<file path="src/rtl/rs485_dir_pkg.sv">
package rs485_dir_pkg;

  typedef enum logic [1:0] {
    ST_IDLE = 2'd0,
    ST_LEAD = 2'd1,
    ST_SEND = 2'd2
  } dirState_t;

  typedef struct packed {
    logic cfgLoad;   // sample enable / polarity settings
    logic cntClr;    // clear the lead-time counter
    logic cntStep;   // count one baud tick of lead time
    logic dirOn;     // direction cycle active
    logic startOk;   // transmitter may send
  } dirStrobes_t;

endpackage

</file>
<file path="src/rtl/rs485_dir_ctrl_fsm.sv">
module rs485_dir_ctrl_fsm
  import rs485_dir_pkg::*;
(
  input  logic        clk,
  input  logic        rstN,
  input  logic        baudTick,
  input  logic        txFifoEmpty,
  input  logic        shiftBusy,
  input  logic        stopDone,
  input  logic        cfgEn,
  input  logic        leadDone,
  output dirStrobes_t strobes
);

  dirState_t state, stateNext;

  always_comb begin
    stateNext = state;
    unique case (state)
      ST_IDLE: if (cfgEn && !txFifoEmpty) stateNext = ST_LEAD;
      ST_LEAD: if (leadDone) stateNext = ST_SEND;
      ST_SEND: if (stopDone && txFifoEmpty) stateNext = ST_IDLE;
      default: stateNext = ST_IDLE;
    endcase
  end

  always_ff @(posedge clk or negedge rstN) begin
    if (!rstN) state <= ST_IDLE;
    else       state <= stateNext;
  end

  always_comb begin
    strobes.cfgLoad = (state == ST_IDLE) && txFifoEmpty && !shiftBusy;
    strobes.cntClr  = (state == ST_IDLE);
    strobes.cntStep = (state == ST_LEAD) && baudTick;
    strobes.dirOn   = (state != ST_IDLE);
    strobes.startOk = (state == ST_SEND);
  end


  dir_raise_chk: assert property (@(posedge clk) disable iff (!rstN)
    (state == ST_IDLE && cfgEn && !txFifoEmpty) |=> strobes.dirOn);


  dir_release_chk: assert property (@(posedge clk) disable iff (!rstN)
    (state == ST_SEND && stopDone && txFifoEmpty) |=> !strobes.dirOn);


  dir_hold_chk: assert property (@(posedge clk) disable iff (!rstN)
    (strobes.dirOn && !(stopDone && txFifoEmpty)) |=> strobes.dirOn);


  cfg_frozen_chk: assert property (@(posedge clk) disable iff (!rstN)
    (state != ST_IDLE) |=> $stable(cfgEn));

endmodule

</file>
<file path="src/rtl/rs485_dir_datapath.sv">
module rs485_dir_datapath
  import rs485_dir_pkg::*;
#(
  parameter int LEAD_TICKS = 16
) (
  input  logic        clk,
  input  logic        rstN,
  input  dirStrobes_t strobes,
  input  logic        autoEn,
  input  logic        invPol,
  input  logic        swRts,
  output logic        cfgEn,
  output logic        leadDone,
  output logic        dirPin,
  output logic        txStartOk
);

  localparam int CNT_W = (LEAD_TICKS > 1) ? $clog2(LEAD_TICKS) : 1;
  localparam logic [CNT_W-1:0] CNT_LAST = CNT_W'(LEAD_TICKS - 1);

  logic             cfgInv;
  logic [CNT_W-1:0] leadCnt;

  always_ff @(posedge clk or negedge rstN) begin
    if (!rstN) begin
      cfgEn  <= 1'b0;
      cfgInv <= 1'b0;
    end else if (strobes.cfgLoad) begin
      cfgEn  <= autoEn;
      cfgInv <= invPol;
    end
  end

  always_ff @(posedge clk or negedge rstN) begin
    if (!rstN)                leadCnt <= '0;
    else if (strobes.cntClr)  leadCnt <= '0;
    else if (strobes.cntStep) leadCnt <= leadCnt + 1'b1;
  end

  assign leadDone  = strobes.cntStep && (leadCnt == CNT_LAST);
  assign dirPin    = cfgEn ? (strobes.dirOn ^ cfgInv) : swRts;
  assign txStartOk = cfgEn ? strobes.startOk : 1'b1;


  lead_window_chk: assert property (@(posedge clk) disable iff (!rstN)
    leadDone |-> (strobes.dirOn && !strobes.startOk));


  start_after_lead_chk: assert property (@(posedge clk) disable iff (!rstN)
    (cfgEn && $rose(strobes.startOk)) |-> $past(leadDone));

endmodule

</file>
<file path="src/rtl/rs485_dir_ctrl.sv">
module rs485_dir_ctrl
  import rs485_dir_pkg::*;
#(
  parameter int LEAD_TICKS = 16
) (
  input  logic clk,
  input  logic rstN,
  input  logic baudTick,
  input  logic txFifoEmpty,
  input  logic shiftBusy,
  input  logic stopDone,
  input  logic autoEn,
  input  logic invPol,
  input  logic swRts,
  output logic dirPin,
  output logic txStartOk
);

  dirStrobes_t strobes;
  logic        cfgEn;
  logic        leadDone;

  rs485_dir_ctrl_fsm u_fsm (
    .clk         (clk),
    .rstN        (rstN),
    .baudTick    (baudTick),
    .txFifoEmpty (txFifoEmpty),
    .shiftBusy   (shiftBusy),
    .stopDone    (stopDone),
    .cfgEn       (cfgEn),
    .leadDone    (leadDone),
    .strobes     (strobes)
  );

  rs485_dir_datapath #(.LEAD_TICKS(LEAD_TICKS)) u_dp (
    .clk       (clk),
    .rstN      (rstN),
    .strobes   (strobes),
    .autoEn    (autoEn),
    .invPol    (invPol),
    .swRts     (swRts),
    .cfgEn     (cfgEn),
    .leadDone  (leadDone),
    .dirPin    (dirPin),
    .txStartOk (txStartOk)
  );

endmodule

</file>
<file path="config.mk">
export PLATFORM = sky130hd
export DESIGN_NAME = rs485_dir_ctrl
export DESIGN_NICKNAME = d
export VERILOG_FILES = /design/src/rtl/rs485_dir_pkg.sv /design/src/rtl/rs485_dir_ctrl_fsm.sv /design/src/rtl/rs485_dir_datapath.sv /design/src/rtl/rs485_dir_ctrl.sv
export SDC_FILE = /design/constraint.sdc
export NUM_CORES = 1
export LEC_CHECK = 0
export ABC_AREA = 1
export CAP_MARGIN = 0
export CORE_AREA = 2 2 39 41
export CTS_CLUSTER_SIZE = 24
export DETAILED_ROUTE_END_ITERATION = 12
export DIE_AREA = 0 0 41 43
export HOLD_SLACK_MARGIN = 0.12
export PLACE_DENSITY_LB_ADDON = 0.15
export SETUP_SLACK_MARGIN = 0.5
export SLEW_MARGIN = 30
export SYNTH_ARGS = -nofsm -noshare
export SYNTH_HDL_FRONTEND = slang
export SYNTH_HIERARCHICAL = 1
export SYNTH_SLANG_ARGS = --single-unit
</file>
<file path="constraint.sdc">
create_clock -name clk -period 3.4 [get_ports clk]
set_input_delay 0.34 -clock clk [delete_from_list [all_inputs] [get_ports clk]]
set_output_delay 0.34 -clock clk [all_outputs]
set_load 0.01 [all_outputs]
</file>
==> results_dict.tcl <==
set metrics [dict create \
    fp.dieW_um 41 \
    syn_to_final_growth_pct 30.2 \
    dieArea_mm2 0.00176 \
    post_cts_resized 0 \
    nFillCells 153 \
    rsz0062_at_grt "no" \
    endpoint_kind "primary output" \
    synth.avg_cell_area_um2 8.00 \
    drive_above_1_share_pct 14.7 \
    hp-class "primary input to async pin" \
    placed_area_um2 561 \
    fin_ws_ns 1.27 \
    clkSlewWorstSetupHoldPaths_ns 0.06 \
    ys_ff_latch 8 \
    grt_pass1_vias 333 \
    final_common_cell "nand2_1" \
    clockBufferDepth 2 \
    cp.arrival_ns 1.79 \
    firstDrtPassIters 2 \
    setup_violations 0 \
    place_congestion 0.724 \
    antenna_found_initial 0 \
    fin_area_um2 583 \
    cts_buffers 3 \
    ys_top_cells_by_area "dfrtp_1, nand2_1, inv_1, nor2_1, nor2_4" \
    dr.first_iter.drc_count 2 \
    n_antenna_cell 0 \
    grt_usage_pct 11.6 \
    power.total_uw 442 \
    drv_slew 0 \
    powerDensity_mw_per_mm2 758 \
    worstMarginPinSlew_ns 0.377 \
    grt_pass1_wl_mm 1.30 \
    synth_nets 66 \
    core_area_mm2 0.00138 \
    synthCells 56 \
    pin_count 11 \
    fin_nets 80 \
    crit_type "flop to primary output" \
    synth_top_area_share_pct 44.7 \
    period_needed_ns 2.13 \
    htree_levels 1 \
    startpoint_type "flop" \
    ys_seq_area_share_pct 44.7 \
    drcViolationCount 0 \
    synth_top_area_cell "dfrtp_1" \
    wirelength_um 773 \
    detail_route.wl_per_cell_um 9.20 \
    skew_ns 0.00747 \
    synth_warnings 6 \
    status "finished, final reports clean" \
    synth.distinct_cells 19 \
    worstPathMaxFanout 5 \
    grt_max_degree 9 \
    port_buffers 10 \
    postCtsSetupBuffers 0 \
    synth_area_um2 448 \
    vdd_drop_max_v 0.000297 \
    fmax_ghz 0.470 \
    cts_hold_buf 0 \
    slew_headroom_pct 74.8 \
    clkLatencyLatePin_ns 0.25 \
    antenna_left 0 \
    period_share_pct 62.6 \
    initial_core_util_pct 32.4 \
    layout_common_cells "nand2_1, clkdlybuf4s50_1, dfrtp_1, nor2_1, inv_1" \
    overflow 0 \
    hold_viol 0 \
    die_h_um 43 \
    cts_num_sinks 8 \
    cts_root_buffer "clkbuf_4" \
    place_ws_ns 1.51 \
    p_leak_uw 0.000272 \
    cts_tree "built" \
    fp-row-count 14 \
    max-cap-violations 0 \
    vias_per_cell 4.36 \
    vias 366 \
    setup_tns_ns 0 \
    worstPathRequired_ns 3.06 \
    hpwl_um 644 \
]
-- cells in the mapped netlist, drive strengths merged --
cell type and n:
nand2 14, nor2 10, dfrtp 8, inv 8, a21oi 4, nand3 3
o21ai 2, and3 1, buf 1, ha 1, mux2 1, nand3b 1
or2 1, xnor2 1
-- flip-flops by register name, summed over array words and instances (netlist names) --
register      count
u_dp/cfgInv       1
u_dp/cfgEn        1
u_fsm/state       2
u_dp/leadCnt      4
-- routing by layer --
metal	track usage, %	routed length (um)	part of all wire [%]	up-vias
li1	-	-	-	198
met1	14.7	372	48	161
met2	14.7	349	45	5
met3	4.19	42	5.4	2
met4	10.0	9	1.2	0
met5	0	0	0	-
-- final timing paths --
path | to | start | cells after the start | slack, ns
setup / recovery | dirPin | u_fsm/state[0] | 5 | 1.27
hold / removal | u_dp/leadCnt[1] | rstN | 1 | 0.37
setup reg to reg | u_dp/cfgInv | u_fsm/state[0] | 4 | 2.02
hold reg to reg | u_dp/leadCnt[1] | u_dp/leadCnt[1] | 2 | 0.52
max in group asynchronous | u_dp/leadCnt[3] | rstN | 1 | 2.75
min in group clk | u_dp/leadCnt[1] | u_dp/leadCnt[1] | 2 | 0.52
-- critical path, cell delays in order (launching register included) --
cell and delay [ns]:
dfrtp_1 0.42, nor2_2 0.26, inv_1 0.09, xnor2_1 0.13, o21ai_1 0.11, clkdlybuf4s50_1 0.54
-- report_power, final --
| group | total, uW | internal (uW) | switching (uW) |
|---|---|---|---|
| Combinational | 205 | 99.6 | 105 |
| Clock | 71.0 | 40.3 | 30.7 |
| Sequential | 166 | 134 | 31.9 |
| Total | 442 | 274 | 168 |
-- area by class of cell --
cell class	instances	area, um2	area share (%)
clock buffer	3	22.5	3.86
inverter	8	30.0	5.15
multi-input combinational	39	210	36.1
sequential	8	200	34.3
tap	16	20.0	3.43
timing repair buffer	10	100	17.2
-- per-stage QoR --
stage / hold WS (ns) / cells / util (%)
3_3_place_gp: 0.509 / 81 / 40.5
5_1_grt: 0.413 / 84 / 42.1
6_report: 0.372 / 84 / 42.1
3_5_place_dp: 0.514 / 81 / 40.5
2_1_floorplan: 0.0444 / 56 / -
4_1_cts: 0.392 / 84 / 42.1
-- kinds of logic (layout without fill, tap and decap cells) --
logic type	after synthesis	count (layout)	synth area share, %
buffers and inverters	9	21	8.38
xor gates and xnor gates	1	1	1.96
muxes	1	1	2.51
AOI/OAI and AO/OA	6	6	7.54
DFF	8	8	44.7
adders and majority gates	1	1	2.79
and+or+nand+nor	30	30	32.1
Power figures use the tool's default switching activity.
